[src/rtl/mdio_pkg.sv]
package mdio_pkg;
  typedef enum logic [1:0] {
    A_FRAME  = 2'd0,
    A_CLKCFG = 2'd1,
    A_EVENT  = 2'd2,
    A_MASK   = 2'd3
  } reg_addr_e;

  localparam logic [1:0] OP_WRITE = 2'b01;
  localparam logic [1:0] OP_READ  = 2'b10;
endpackage

[src/rtl/mdio_clkgen.sv]
module mdio_clkgen #(
  parameter int DIV_W = 6
) (
  input  logic             clk,
  input  logic             rst,
  input  logic [DIV_W-1:0] div,
  output logic             mdc,
  output logic             mdc_rise,
  output logic             mdc_fall
);
  localparam int CNT_W = DIV_W + 1;

  logic [CNT_W-1:0] half;
  logic [CNT_W-1:0] cnt;

  assign half = {div, 1'b0};

  always_ff @(posedge clk) begin
    if (rst || div == '0) begin
      cnt      <= '0;
      mdc      <= 1'b0;
      mdc_rise <= 1'b0;
      mdc_fall <= 1'b0;
    end else begin
      mdc_rise <= 1'b0;
      mdc_fall <= 1'b0;
      if (cnt >= half - 1'b1) begin
        cnt      <= '0;
        mdc      <= ~mdc;
        mdc_rise <= ~mdc;
        mdc_fall <= mdc;
      end else begin
        cnt <= cnt + 1'b1;
      end
    end
  end
endmodule

[src/rtl/mdio_engine.sv]
module mdio_engine #(
  parameter int FRAME_W = 32,
  parameter int PRE_W   = 32,
  parameter int DATA_W  = 16,
  parameter int TA_POS  = 14
) (
  input  logic              clk,
  input  logic              rst,
  input  logic              start,
  input  logic [FRAME_W-1:0] frame,
  input  logic              no_pre,
  input  logic              mdc_rise,
  input  logic              mdc_fall,
  input  logic              mdio_i,
  output logic              busy,
  output logic              done,
  output logic              rd_valid,
  output logic [DATA_W-1:0] rd_data,
  output logic              mdio_o,
  output logic              mdio_oe
);
  import mdio_pkg::*;

  localparam int TOT = FRAME_W + PRE_W;
  localparam int PW  = $clog2(TOT);
  localparam logic [PW-1:0] P_FIRST = PW'(PRE_W);
  localparam logic [PW-1:0] P_TA    = PW'(PRE_W + TA_POS);
  localparam logic [PW-1:0] P_DAT   = PW'(TOT - DATA_W);
  localparam logic [PW-1:0] P_LAST  = PW'(TOT - 1);

  logic              busy_q, run_q, is_rd, done_q, mo_q, oe_q;
  logic [PW-1:0]     ptr, ptr_nx;
  logic [TOT-1:0]    vec;
  logic [DATA_W-1:0] rd_sh;

  assign ptr_nx = ptr + 1'b1;

  always_ff @(posedge clk) begin
    if (rst) begin
      busy_q <= 1'b0;
      run_q  <= 1'b0;
      is_rd  <= 1'b0;
      done_q <= 1'b0;
      mo_q   <= 1'b1;
      oe_q   <= 1'b0;
      ptr    <= '0;
      vec    <= '0;
      rd_sh  <= '0;
    end else begin
      done_q <= 1'b0;
      if (start && !busy_q) begin
        busy_q <= 1'b1;
        run_q  <= 1'b0;
        is_rd  <= (frame[FRAME_W-3 -: 2] == OP_READ);
        vec    <= no_pre ? {frame, {PRE_W{1'b1}}} : {{PRE_W{1'b1}}, frame};
        ptr    <= no_pre ? P_FIRST : '0;
      end else if (busy_q) begin
        if (mdc_fall) begin
          if (!run_q) begin
            run_q <= 1'b1;
            mo_q  <= vec[TOT-1];
            oe_q  <= !(is_rd && ptr >= P_TA);
          end else begin
            ptr  <= ptr_nx;
            vec  <= {vec[TOT-2:0], 1'b0};
            mo_q <= vec[TOT-2];
            oe_q <= !(is_rd && ptr_nx >= P_TA);
          end
        end
        if (mdc_rise && run_q) begin
          if (is_rd && ptr >= P_DAT) rd_sh <= {rd_sh[DATA_W-2:0], mdio_i};
          if (ptr == P_LAST) begin
            busy_q <= 1'b0;
            run_q  <= 1'b0;
            done_q <= 1'b1;
            oe_q   <= 1'b0;
            mo_q   <= 1'b1;
          end
        end
      end
    end
  end

  assign busy     = busy_q;
  assign done     = done_q;
  assign rd_valid = is_rd;
  assign rd_data  = rd_sh;
  assign mdio_o   = mo_q;
  assign mdio_oe  = oe_q;
endmodule

[src/rtl/mdio_regs.sv]
module mdio_regs #(
  parameter int FRAME_W = 32,
  parameter int CFG_W   = 8,
  parameter int DATA_W  = 16
) (
  input  logic               clk,
  input  logic               rst,
  input  logic               bus_wr,
  input  logic               bus_rd,
  input  logic [1:0]         bus_addr,
  input  logic [FRAME_W-1:0] bus_wdata,
  output logic [FRAME_W-1:0] bus_rdata,
  input  logic               busy,
  input  logic               done,
  input  logic               rd_valid,
  input  logic [DATA_W-1:0]  rd_data,
  output logic [FRAME_W-1:0] frame_q,
  output logic [CFG_W-1:0]   cfg_q,
  output logic               start_q,
  output logic               ev_q,
  output logic               mask_q,
  output logic               irq
);
  import mdio_pkg::*;

  logic wr_frame, wr_cfg, wr_ev, wr_mask, blocked;
  logic [CFG_W-1:0] new_cfg;

  assign wr_frame = bus_wr && (bus_addr == A_FRAME);
  assign wr_cfg   = bus_wr && (bus_addr == A_CLKCFG);
  assign wr_ev    = bus_wr && (bus_addr == A_EVENT);
  assign wr_mask  = bus_wr && (bus_addr == A_MASK);
  assign blocked  = busy || start_q;
  assign new_cfg  = bus_wdata[CFG_W-1:0];

  always_ff @(posedge clk) begin
    if (rst) begin
      frame_q   <= '0;
      cfg_q     <= '0;
      start_q   <= 1'b0;
      ev_q      <= 1'b0;
      mask_q    <= 1'b0;
      irq       <= 1'b0;
      bus_rdata <= '0;
    end else begin
      start_q <= 1'b0;
      if (wr_frame && !blocked) begin
        frame_q <= bus_wdata;
        if (cfg_q != '0) start_q <= 1'b1;
      end
      if (wr_cfg) begin
        cfg_q <= new_cfg;
        if (!blocked && frame_q != '0 && cfg_q == '0 && new_cfg != '0)
          start_q <= 1'b1;
      end
      if (done && rd_valid) frame_q[DATA_W-1:0] <= rd_data;
      if (done) ev_q <= 1'b1;
      else if (wr_ev && bus_wdata[0]) ev_q <= 1'b0;
      if (wr_mask) mask_q <= bus_wdata[0];
      irq <= ev_q && mask_q;
      if (bus_rd) begin
        case (bus_addr)
          A_FRAME:  bus_rdata <= frame_q;
          A_CLKCFG: bus_rdata <= FRAME_W'(cfg_q);
          A_EVENT:  bus_rdata <= FRAME_W'(ev_q);
          default:  bus_rdata <= FRAME_W'(mask_q);
        endcase
      end
    end
  end
endmodule

[src/rtl/mdio_ctrl.sv]
module mdio_ctrl #(
  parameter int FRAME_W = 32,
  parameter int CFG_W   = 8,
  parameter int DATA_W  = 16,
  parameter int PRE_W   = 32,
  parameter int TA_POS  = 14
) (
  input  logic               clk,
  input  logic               rst,
  input  logic               bus_wr,
  input  logic               bus_rd,
  input  logic [1:0]         bus_addr,
  input  logic [FRAME_W-1:0] bus_wdata,
  output logic [FRAME_W-1:0] bus_rdata,
  output logic               mdc,
  output logic               mdio_o,
  output logic               mdio_oe,
  input  logic               mdio_i,
  output logic               irq
);
  localparam int DIV_W = CFG_W - 2;

  logic [FRAME_W-1:0] frame_q;
  logic [CFG_W-1:0]   cfg_q;
  logic               start_q, ev_q, mask_q;
  logic               busy, done, rd_valid, mdc_rise, mdc_fall;
  logic [DATA_W-1:0]  rd_data;

  mdio_regs #(.FRAME_W(FRAME_W), .CFG_W(CFG_W), .DATA_W(DATA_W)) u_regs (
    .clk(clk), .rst(rst), .bus_wr(bus_wr), .bus_rd(bus_rd), .bus_addr(bus_addr),
    .bus_wdata(bus_wdata), .bus_rdata(bus_rdata), .busy(busy), .done(done),
    .rd_valid(rd_valid), .rd_data(rd_data), .frame_q(frame_q), .cfg_q(cfg_q),
    .start_q(start_q), .ev_q(ev_q), .mask_q(mask_q), .irq(irq)
  );

  mdio_clkgen #(.DIV_W(DIV_W)) u_clk (
    .clk(clk), .rst(rst), .div(cfg_q[CFG_W-2:1]),
    .mdc(mdc), .mdc_rise(mdc_rise), .mdc_fall(mdc_fall)
  );

  mdio_engine #(.FRAME_W(FRAME_W), .PRE_W(PRE_W), .DATA_W(DATA_W), .TA_POS(TA_POS)) u_eng (
    .clk(clk), .rst(rst), .start(start_q), .frame(frame_q), .no_pre(cfg_q[CFG_W-1]),
    .mdc_rise(mdc_rise), .mdc_fall(mdc_fall), .mdio_i(mdio_i), .busy(busy),
    .done(done), .rd_valid(rd_valid), .rd_data(rd_data),
    .mdio_o(mdio_o), .mdio_oe(mdio_oe)
  );
endmodule

[config.mk]
export PLATFORM = sky130hd
export DESIGN_NAME = mdio_ctrl
export DESIGN_NICKNAME = d
export VERILOG_FILES = /design/src/rtl/mdio_pkg.sv /design/src/rtl/mdio_clkgen.sv /design/src/rtl/mdio_engine.sv /design/src/rtl/mdio_regs.sv /design/src/rtl/mdio_ctrl.sv
export SDC_FILE = /design/constraint.sdc
export NUM_CORES = 1
export LEC_CHECK = 0
export BUFFER_PORTS_ARGS = -buffer_cell sky130_fd_sc_hd__buf_4
export CAP_MARGIN = 20
export CORE_UTILIZATION = 55
export DETAILED_ROUTE_END_ITERATION = 10
export PLACE_DENSITY_LB_ADDON = 0.2
export SYNTH_ARGS = -nofsm -noshare
export SYNTH_HDL_FRONTEND = slang
export SYNTH_HIERARCHICAL = 1
export SYNTH_SLANG_ARGS = --single-unit
[constraint.sdc]
create_clock -name clk -period 3.2 [get_ports clk]
set_input_delay 0.16 -clock clk [delete_from_list [all_inputs] [get_ports clk]]
set_output_delay 0.16 -clock clk [all_outputs]
set_load 0.01 [all_outputs]
## Word level (Yosys, flattened, before mapping)

Cells that the tools add are included.

| word-level totals | value |
|---|---|
| memory bits (read-only) | 0 |
| output and inout bits | 36 |
| bits in writable memories | 0 |
| register bits | 178 |
| memories kept | 0 |
| bits in latches | 0 |
| bits of input ports | 39 |

| cells by class | value |
|---|---|
| multiply operators | 0 |
| eq/ne operators | 5 |
| mux-type cells | 35 |
| order comparisons | 4 |
| bitwise operators | 5 |
| div/mod/pow operators | 0 |
| shift-type cells | 0 |
| $add $sub $neg | 3 |
| reduce and logical (&&, ||, !) cells | 40 |

Operator list:

| kind | number |
|---|---|
| $mux W64 | 5 |
| $pmux W32 S3 | 1 |
| $mux W16 | 2 |
| $reduce_bool A32 Y1 | 1 |
| $mux W6 | 5 |
| $mux W1 | 22 |
| $ge A6 B6 Y1 const B | 3 |
| $logic_and A1 B1 Y1 | 16 |
| $reduce_bool A8 Y1 | 2 |
| $reduce_bool A2 Y1 | 5 |
| $logic_not A8 Y1 | 1 |
| $add A7 B1 Y7 const B | 1 |
| $ge A7 B7 Y1 | 1 |
| $sub A7 B1 Y7 const B | 1 |
| $add A6 B1 Y6 const B | 1 |
| $eq A2 B2 Y1 const B | 3 |
| $eq A6 B6 Y1 const B | 1 |
| $logic_not A6 Y1 | 1 |
| $reduce_or A2 Y1 | 3 |
| $not A1 Y1 | 5 |
| $logic_not A1 Y1 | 4 |
| $reduce_and A4 Y1 | 1 |
| $reduce_or A4 Y1 | 1 |
| $reduce_and A3 Y1 | 1 |
| other kinds (4) | 5 |

## Longest topological paths before layout

Gate-level depths: netlist of the first run.

| depth | value |
|---|---|
| depth after elaboration | 8 |
| gate-level depth with buffers | 9 |

## Modules after synthesis

Netlist of the first run, hierarchy kept.

By module, submodules not included:

| module | sequential area each (um^2) | times used | cells each | area an instance (um^2) |
|---|---|---|---|---|
| mdio_engine | 1,841.8 | 1 | 503 | 4,315.4 |
| mdio_regs | 1,521.5 | 1 | 369 | 3,084.2 |
| mdio_clkgen | 200.2 | 1 | 64 | 563.0 |

## Worst setup path after synthesis of the first run

No wires, ideal clock.

| path | value |
|---|---|
| path kind | reg-to-reg |
| start | register u_regs.cfg_q[1] |
| end | register u_clk.cnt[2] |
| buffers on the path | 0 |
| cell stages (with the launch flop) | 10 |
| slack | 1.229 ns |
| data required time | 3.078 ns |
| data arrival time | 1.849 ns |
| path through | dfxtp_1 inv_1 ha_1 nand2_1 xor2_1 ha_1 nand2_1 or4_4 nand3_1 nor2_1 |

| between the ends | value |
|---|---|
| longest elaborated chain between the ends | 3 |

RTL lines:

| element | line | text |
|---|---|---|
| start: declaration | mdio_regs.sv:18 | `output logic [CFG_W-1:0] cfg_q,` |
| start signal: assignment | mdio_regs.sv:52 | `cfg_q <= new_cfg;` |
| $sub A7 B1 Y7 or $logic_not A6 Y1 (tied branches) | mdio_clkgen.sv:27, mdio_clkgen.sv:19 |  |
| $ge A7 B7 Y1 or $logic_or A1 B1 Y1 (tied branches) | mdio_clkgen.sv:27, mdio_clkgen.sv:19 |  |
| $reduce_or A2 Y1 (no line) * | -- |  |
| end signal: assignment | mdio_clkgen.sv:33 | `cnt <= cnt + 1'b1;` |
| end: declaration | mdio_clkgen.sv:14 | `logic [CNT_W-1:0] cnt;` |

Mark *: on every way between the ends. The rest lies on a longest branch, timed or not.
A chain may end at the register's enable or synchronous reset.

## Worst setup path after layout of the first run

| path | value |
|---|---|
| start | register u_regs.cfg_q[1] |
| end | register u_clk.cnt[4] |

Same word-level chain as after synthesis.

==> summary.txt, run 1 <==
Yosys
  – Yosys reg bits: 178
  – EDFF count, synth: 0
  – YS warnings: 6
  – Mean Syn Cell Area: around 8.5 um2
  – Register area share after synthesis: around 45%
  – Async S/R FF share, synth: 0%
  – Syn_nets: 986
  – Number of distinct library cells after synthesis: 55
  – Most common flop cell mapped by yosys: dfxtp_1
  – Synthesized cell area: 7963 um2
  – Post-Syn Instances: 936

Detailed routing
  – First drt pass iteration count: 5
  – Vias/cell: 5.846
  – Total number of vias: slightly below 7000
  – M1 wire length: roughly 9600 um
  – DRC: 0
  – DR WL met2: roughly 8800 um
  – Post-DRT Antenna Nets: 0
  – Routed wire length: 20100 um
  – Routed wl met3: about 1400 um
  – Routed WL per cell: 17.00 um
  – DR top layer: met4
  – Initial drt markers: 718

Placed design
  – Gpl congestion: 0.8492
  – Pre-CTS setup slack: 1.053 ns
  – Post-DP HPWL: 12660 um
  – IO buf count: 74
  – Placed cells: 1128
  – Area after DPL: between 8000 and 9000 um2

Setup path
  – Data arrival, critical path: 2.45 ns
  – CP required: 3.50 ns
  – WP buf/inv: 1
  – Critical path endpoint category: register
  – CP Cell Sequence: inv_1, ha_1, nand2_1, xor2_1, ha_1, nand2_1, or4_4, nand3_1, nor2_1
  – Slowest CP cell: or4_4
  – Startpoint types: register
  – Worst Path Max Fanout: 7
  – Critical Setup Path Class: reg2reg
  – Largest delay share family, worst path: simple AND/OR/NAND/NOR gates
  – CP peak stage delay: 0.49 ns

Timing
  – Worst Slack Setup Final: 1.048 ns
  – Endpoints failing hold: 0
  – Tcrit/Tclk final: between 60% and 70%
  – Achievable Freq: 464.8 MHz
  – Final setup TNS: 0 ns
  – RSZ-0062 raised after global routing: false
  – Slew headroom: 28.89%
  – WHS: approximately 0.020 ns
  – Slew @ Worst Pin: 1.064 ns
  – Final Setup Violations: 0
  – Tmin final: 2.152 ns
  – Final Skew: between 0.01 and 0.015 ns
  – Fin. max-slew vios: 0

Clock network
  – TritonCTS clock tree: yes
  – TritonCTS buffer count: 17
  – Post CTS Setup Buffer Count: 0
  – CTS sink cnt: between 150 and 200
  – Clock tree buffer depth: 2
  – Clock transition at the registers of the reported paths: roughly 0.060 ns
  – # H-tree levels: 4
  – CTS root buffer: clkbuf_16
  – Worst skew pair latency: 0.42 ns
  – CTS resizes: 0

Floorplanning
  – Die height: 122.3 um
  – Die width: 122.3 um
  – Starting Density: 56.92%
  – Die area: between 10000 and 15000 um2
  – Row Count: 43
  – Core area: about 14000 um2
  – I/O pins: 75

Power and ir drop
  – Overall Power: around 4.8 mW
  – LEAKAGE: 3.403 nW
  – Largest vdd supply drop: 0.3791 mV
  – Power Dens Cells: 517.1 nW/um2

Hold path
  – Worst min-delay path class: in2reg

Cells and area
  – N_diodes: 0
  – Final core occ: 66.72%
  – Fin cells: around 1200
  – Share of layout cells above drive strength 1: 15.67%
  – Final instance area: approximately 9300 um2
  – P&R area growth vs syn: 17.21%
  – # nets final: 1040

GRT
  – Vias in the first global route: 6453
  – Overall global routing resource usage: 28.17%
  – Largest net degree at the start of global routing: between 60 and 70
  – Initial antenna violation count: 0
  – First-pass GRT wire length: ~33000 um
  – GRT overflow: 0

Outcome
  – Status: completed

Run
  – MaxCap Viol Count: 0
==> layer usage <==
metal	GRT usage, %	up-vias
li1	-	3385
met1	40.47	3272
met2	41.33	226
met3	7.249	27
met4	8.079	0
met5	0	-
==> final timing paths <==
kind                                      start            endpoint  slack [ns]  cells after the start
worst max-delay path            u_regs/cfg_q[1]        u_clk/cnt[4]        1.05                      9
worst min-delay path              bus_wdata[13]  u_regs/frame_q[13]        0.02                      3
worst max register to register  u_regs/cfg_q[1]        u_clk/cnt[4]        1.05                      9
worst min register to register    u_regs/mask_q          u_regs/irq        0.45                      2
==> sequential cells by signal, indices dropped and copies added (netlist names), 6 cells and up <==
name and cells:
u_clk/cnt 7, u_eng/ptr 6, u_eng/rd_data 16, u_eng/vec 64, u_regs/bus_rdata 32, u_regs/cfg_q 8, u_regs/frame_q 32
==> worst reg2reg max path: cells and delay by family, from the launching register on <==
kind / cells / cell delay (ns)
AND/OR/NAND/NOR: 5 / 0.94
XOR/XNOR: 1 / 0.07
flip-flops: 1 / 0.44
buffers and inverters: 1 / 0.07
adder cells (fa/ha/maj): 2 / 0.51
==> repair_timing <==
| action | CTS | global route |
|---|---|---|
| hold endpoints to repair | 22 | 0 |
| hold buffers | 22 | 0 |
| endpoints found under the setup margin | 0 | 0 |
==> power by group <==
| group | switching, mW | total [mW] | internal [mW] |
|---|---|---|---|
| sequential | 0.0654 | 2.35 | 2.29 |
| combinational | 0.201 | 0.360 | 0.159 |
| clock | 0.852 | 2.12 | 1.26 |
==> cell families after synthesis <==
group                    share of synthesized area [%]
adder cells (fa/ha/maj)                          1.728
AO/OA/AOI/OAI                                    16.14
multiplexers                                     4.667
flip-flops                                       44.75
buffers and inverters                            5.295
AND/OR/NAND/NOR                                  26.32
XOR/XNOR                                         1.100
==> area by class of cell <==
| class | count | area [um2] |
|---|---|---|
| Inverter | 8 | 30.03 |
| Clock buffer | 21 | 460.4 |
| Clock inverter | 10 | 132.6 |
| Sequential cell | 178 | 3565 |
| Tap cell | 180 | 225.2 |
| Multi-Input combinational cell | 672 | 3991 |
| Timing Repair Buffer | 113 | 928.4 |
| Fill cell | 1177 | 4656 |
==> Yosys cell counts (2+ instances only) <==
master / count / area (um2)
dfxtp_1: 178 / 3563
buf_6: 5 / 56.30
o21a_1: 3 / 22.52
clkbuf_1: 47 / 176.4
inv_1: 8 / 30.03
nor3_1: 36 / 180.2
buf_1: 3 / 11.26
a31oi_1: 4 / 25.02
a211oi_1: 2 / 15.01
nand2_1: 202 / 758.2
o21ai_0: 4 / 20.02
a21oi_1: 62 / 310.3
nor3b_1: 33 / 247.7
nor2_1: 100 / 375.4
buf_2: 16 / 80.08
or4_1: 2 / 15.01
nand3b_1: 2 / 15.01
buf_8: 2 / 30.03
nand2b_1: 3 / 18.77
buf_4: 5 / 37.54
a311oi_2: 17 / 255.2
mux2_2: 7 / 78.83
nor2b_1: 32 / 200.2
nand4_1: 5 / 31.28
xnor2_1: 3 / 26.28
or3_1: 4 / 25.02
nand3_1: 10 / 50.05
and3_1: 2 / 12.51
mux2i_1: 27 / 270.3
nor4_1: 10 / 62.56
a311oi_1: 62 / 543.0
xor2_1: 7 / 61.31
ha_1: 11 / 137.6
==> cells in the final DEF (no fill, tap or decap), types with 2 or more instances in the layout <==
master and n:
a211oi_1 2, a21oi_1 62, a311oi_1 62, a311oi_2 17, a31oi_1 4, buf_12 2, buf_4 89, bufinv_16 3
clkbuf_1 2, clkbuf_16 17, clkbuf_8 2, clkinv_2 5, dfxtp_1 177, dlygate4sd3_1 22, ha_1 11, inv_1 8
mux2_2 7, mux2i_1 27, nand2_1 202, nand2b_1 2, nand3_1 10, nand3b_1 2, nand4_1 5, nor2_1 100
nor2b_1 32, nor3_1 36, nor3b_1 32, nor4_1 10, o21a_1 3, o21ai_0 4, or3_1 4, or4_1 2
xnor2_1 3, xor2_1 7
(Power assumes the default switching activity.)
==> run 2: changes to the inputs <==
--- a/config.mk
+++ b/config.mk
@@ -7,7 +7,7 @@
 export LEC_CHECK = 0
 export BUFFER_PORTS_ARGS = -buffer_cell sky130_fd_sc_hd__buf_4
 export CAP_MARGIN = 20
-export CORE_UTILIZATION = 55
+export CORE_UTILIZATION = 53
 export DETAILED_ROUTE_END_ITERATION = 10
 export PLACE_DENSITY_LB_ADDON = 0.2
 export SYNTH_ARGS = -nofsm -noshare
==> constraint.sdc (replaced) <==
create_clock -name clk -period 1.7 [get_ports clk]
set_input_delay 0.085 -clock clk [delete_from_list [all_inputs] [get_ports clk]]
set_output_delay 0.085 -clock clk [all_outputs]
set_load 0.01 [all_outputs]
==> summary.txt, run 2 (synthesis gave the netlist of run 1 again) <==
Outcome
  – Status: complete, but fails checks (was completed)
  – Failing checks: negative setup slack

Cells and area
  – Max FFs per register: 64 (unchanged)
  – Area of the multi-input gates: 4023 um2 (was 3991 um2)
  – Storage cell area: 3570 um2 (was 3565 um2)
  – Share of layout cells above drive strength 1: 19.23% (was 15.67%)
  – # nets final: 1082 (was 1040)
  – N_diodes: 0 (unchanged)
  – Top Registers: u_eng/vec x64, u_regs/bus_rdata x32, u_regs/frame_q x32 (unchanged)
  – Top reg by flops: u_eng/vec (unchanged)
  – # fillers: 1177 (unchanged)
  – Most frequent cells in the layout: 201 x nand2_1, 173 x dfxtp_1, 108 x buf_4 (was 202 x nand2_1, 177 x dfxtp_1, 100 x nor2_1)
  – Commonest non-fill, non-tap cell in the layout: nand2_1 (unchanged)
  – P&R area growth vs syn: 23.70% (was 17.21%)

Timing
  – Tmin final: 1.939 ns (was 2.152 ns)
  – Endpoints failing hold: 0 (unchanged)
  – RSZ-0062 raised after global routing: true (was false)
  – Final Setup Violations: 10 (was 0)
  – Worst Slack Setup Final: -0.2386 ns (was 1.048 ns)
  – Slew headroom: 64.08% (was 28.89%)
  – Slew @ Worst Pin: 0.5372 ns (was 1.064 ns)
  – Tcrit/Tclk final: 114.0% (was 67.24%)
  – Final setup TNS: -2.051 ns (was 0 ns)
  – Fin. max-slew vios: 0 (unchanged)
  – Final Skew: 0.008273 ns (was 0.01004 ns)
  – Achievable Freq: 515.8 MHz (was 464.8 MHz)

GRT
  – Overall global routing resource usage: 27.05% (was 28.17%)
  – Initial antenna violation count: 0 (unchanged)
  – Largest net degree at the start of global routing: 77 (was 69)
  – First-pass GRT wire length: 33800 um (was 32940 um)
  – Vias in the first global route: 6624 (was 6453)
  – GRT overflow: 0 (unchanged)

Detailed routing
  – First drt pass iteration count: 5 (unchanged)
  – Vias/cell: 5.875 (was 5.846)
  – Routed wire length: 20900 um (was 20100 um)
  – DRC: 0 (unchanged)
  – Total number of vias: 7220 (was 6910)
  – Post-DRT Antenna Nets: 0 (unchanged)
  – Routed WL per cell: 17.01 um (was 17.00 um)
  – Initial drt markers: 568 (was 718)

Clock network
  – Clock transition at the registers of the reported paths: 0.07 ns (was 0.06 ns)
  – Worst skew pair latency: 0.43 ns (was 0.42 ns)
  – CTS root buffer: clkbuf_16 (unchanged)
  – CTS sink cnt: 178 (unchanged)
  – TritonCTS buffer count: 17 (unchanged)
  – TritonCTS clock tree: yes (unchanged)
  – # H-tree levels: 4 (unchanged)
  – Clock tree buffer depth: 2 (unchanged)

Placed design
  – Post-DP HPWL: 13230 um (was 12660 um)
  – Gpl congestion: 0.8313 (was 0.8492)
  – Pre-CTS setup slack: -0.2730 ns (was 1.053 ns)
  – IO buf count: 74 (unchanged)

Power and ir drop
  – Power Dens Cells: 924.3 nW/um2 (was 517.1 nW/um2)
  – LEAKAGE: 3.648 nW (was 3.403 nW)
  – Largest vdd supply drop: 0.6907 mV (was 0.3791 mV)
  – Overall Power: 9.104 mW (was 4.826 mW)

Hold path
  – Worst min-delay path class: in2reg (unchanged)

Floorplanning
  – Die area: 15520 um2 (was 14960 um2)
  – Die height: 124.6 um (was 122.3 um)
  – Row Count: 44 (was 43)
  – I/O pins: 75 (unchanged)
  – Starting Density: 54.58% (was 56.92%)
  – Core area: 14590 um2 (was 13990 um2)
  – Die width: 124.6 um (was 122.3 um)

Setup path
  – Critical Setup Path Class: reg2reg (unchanged)
  – Critical path endpoint category: register (unchanged)
  – Data arrival, critical path: 2.31 ns (was 2.45 ns)
  – CP required: 2.07 ns (was 3.50 ns)
  – Startpoint types: register (unchanged)
  – Worst Path Max Fanout: 4 (was 7)

Run
  – MaxCap Viol Count: 0 (unchanged)
==> run 2: cell types whose count changed in the layout (fill, tap and decap cells not counted), moves of 4 or more <==
| cell | delta |
|---|---|
| buf_4 | +19 |
| dlygate4sd3_1 | +11 |
| clkinvlp_4 | +4 |
| buf_12 | +9 |
| dfxtp_2 | +4 |
| dfxtp_1 | -4 |
==> run 2: path summary, 6_finish.rpt <==
kind	from	to	slack, ns	cells past startpoint
setup / recovery	u_regs/cfg_q[2]	u_clk/mdc	-0.24	8
hold / removal	rst	u_eng/rd_data[1]	0.03	2
setup reg to reg	u_regs/cfg_q[2]	u_clk/mdc	-0.24	8
hold reg to reg	u_regs/mask_q	u_regs/irq	0.45	2
==> run 2: area by class of cell <==
cell class | count | share of cell area [%]
Multi-Input combinational cell | 672 | 40.84
Sequential cell | 178 | 36.24
Timing Repair Buffer | 155 | 14.30
Clock buffer | 20 | 4.637
Tap cell | 184 | 2.337
Clock inverter | 12 | 1.334
Inverter | 8 | 0.3049
==> run 2: routing by layer <==
metal | share of wire [%] | global-route usage, %
met1 | 48 | 38.11
met2 | 45 | 40.95
met3 | 5.4 | 6.314
met4 | 1.6 | 8.221
met5 | 0 | 0
==> run 2: worst max-delay path, cell delays in order (launching register included) <==
cell and delay [ns]:
dfxtp_2 0.34, nor3_2 0.17, nand2_1 0.09, xor2_1 0.15, ha_1 0.31, nand2_2 0.07, or4_4 0.43, a21bo_1 0.22
o21ai_2 0.10
==> run 2: stage by stage <==
stage	hold slack [ns]	utilization [%]	area (um2)	cells
final	0.02879	67.51	9849	1229
after global routing	0.03627	67.51	9849	1229
after CTS	0.02330	67.23	9808	1228
after detailed placement	0.3320	60.88	8882	1162
after global placement	0.3284	60.88	8882	1162
after floorplan	0.2210	-	7990	936
==> run 2: power by group <==
group          leakage (nW)  internal (mW)  switching, mW  total (mW)
combinational          1.93          0.368          0.417       0.784
sequential             1.44           4.30          0.107        4.41
clock                 0.278           2.24           1.67        3.91
total                  3.65           6.91           2.19        9.10
==> run 2: timing repair <==
item,4_1_cts,5_1_grt
setup endpoints to repair,10,52
cloned,0,1
buffers inserted,1,0
hold endpoints to repair,42,0
pin swaps,2,2
gates resized for setup,0,6
hold buffers,33,0
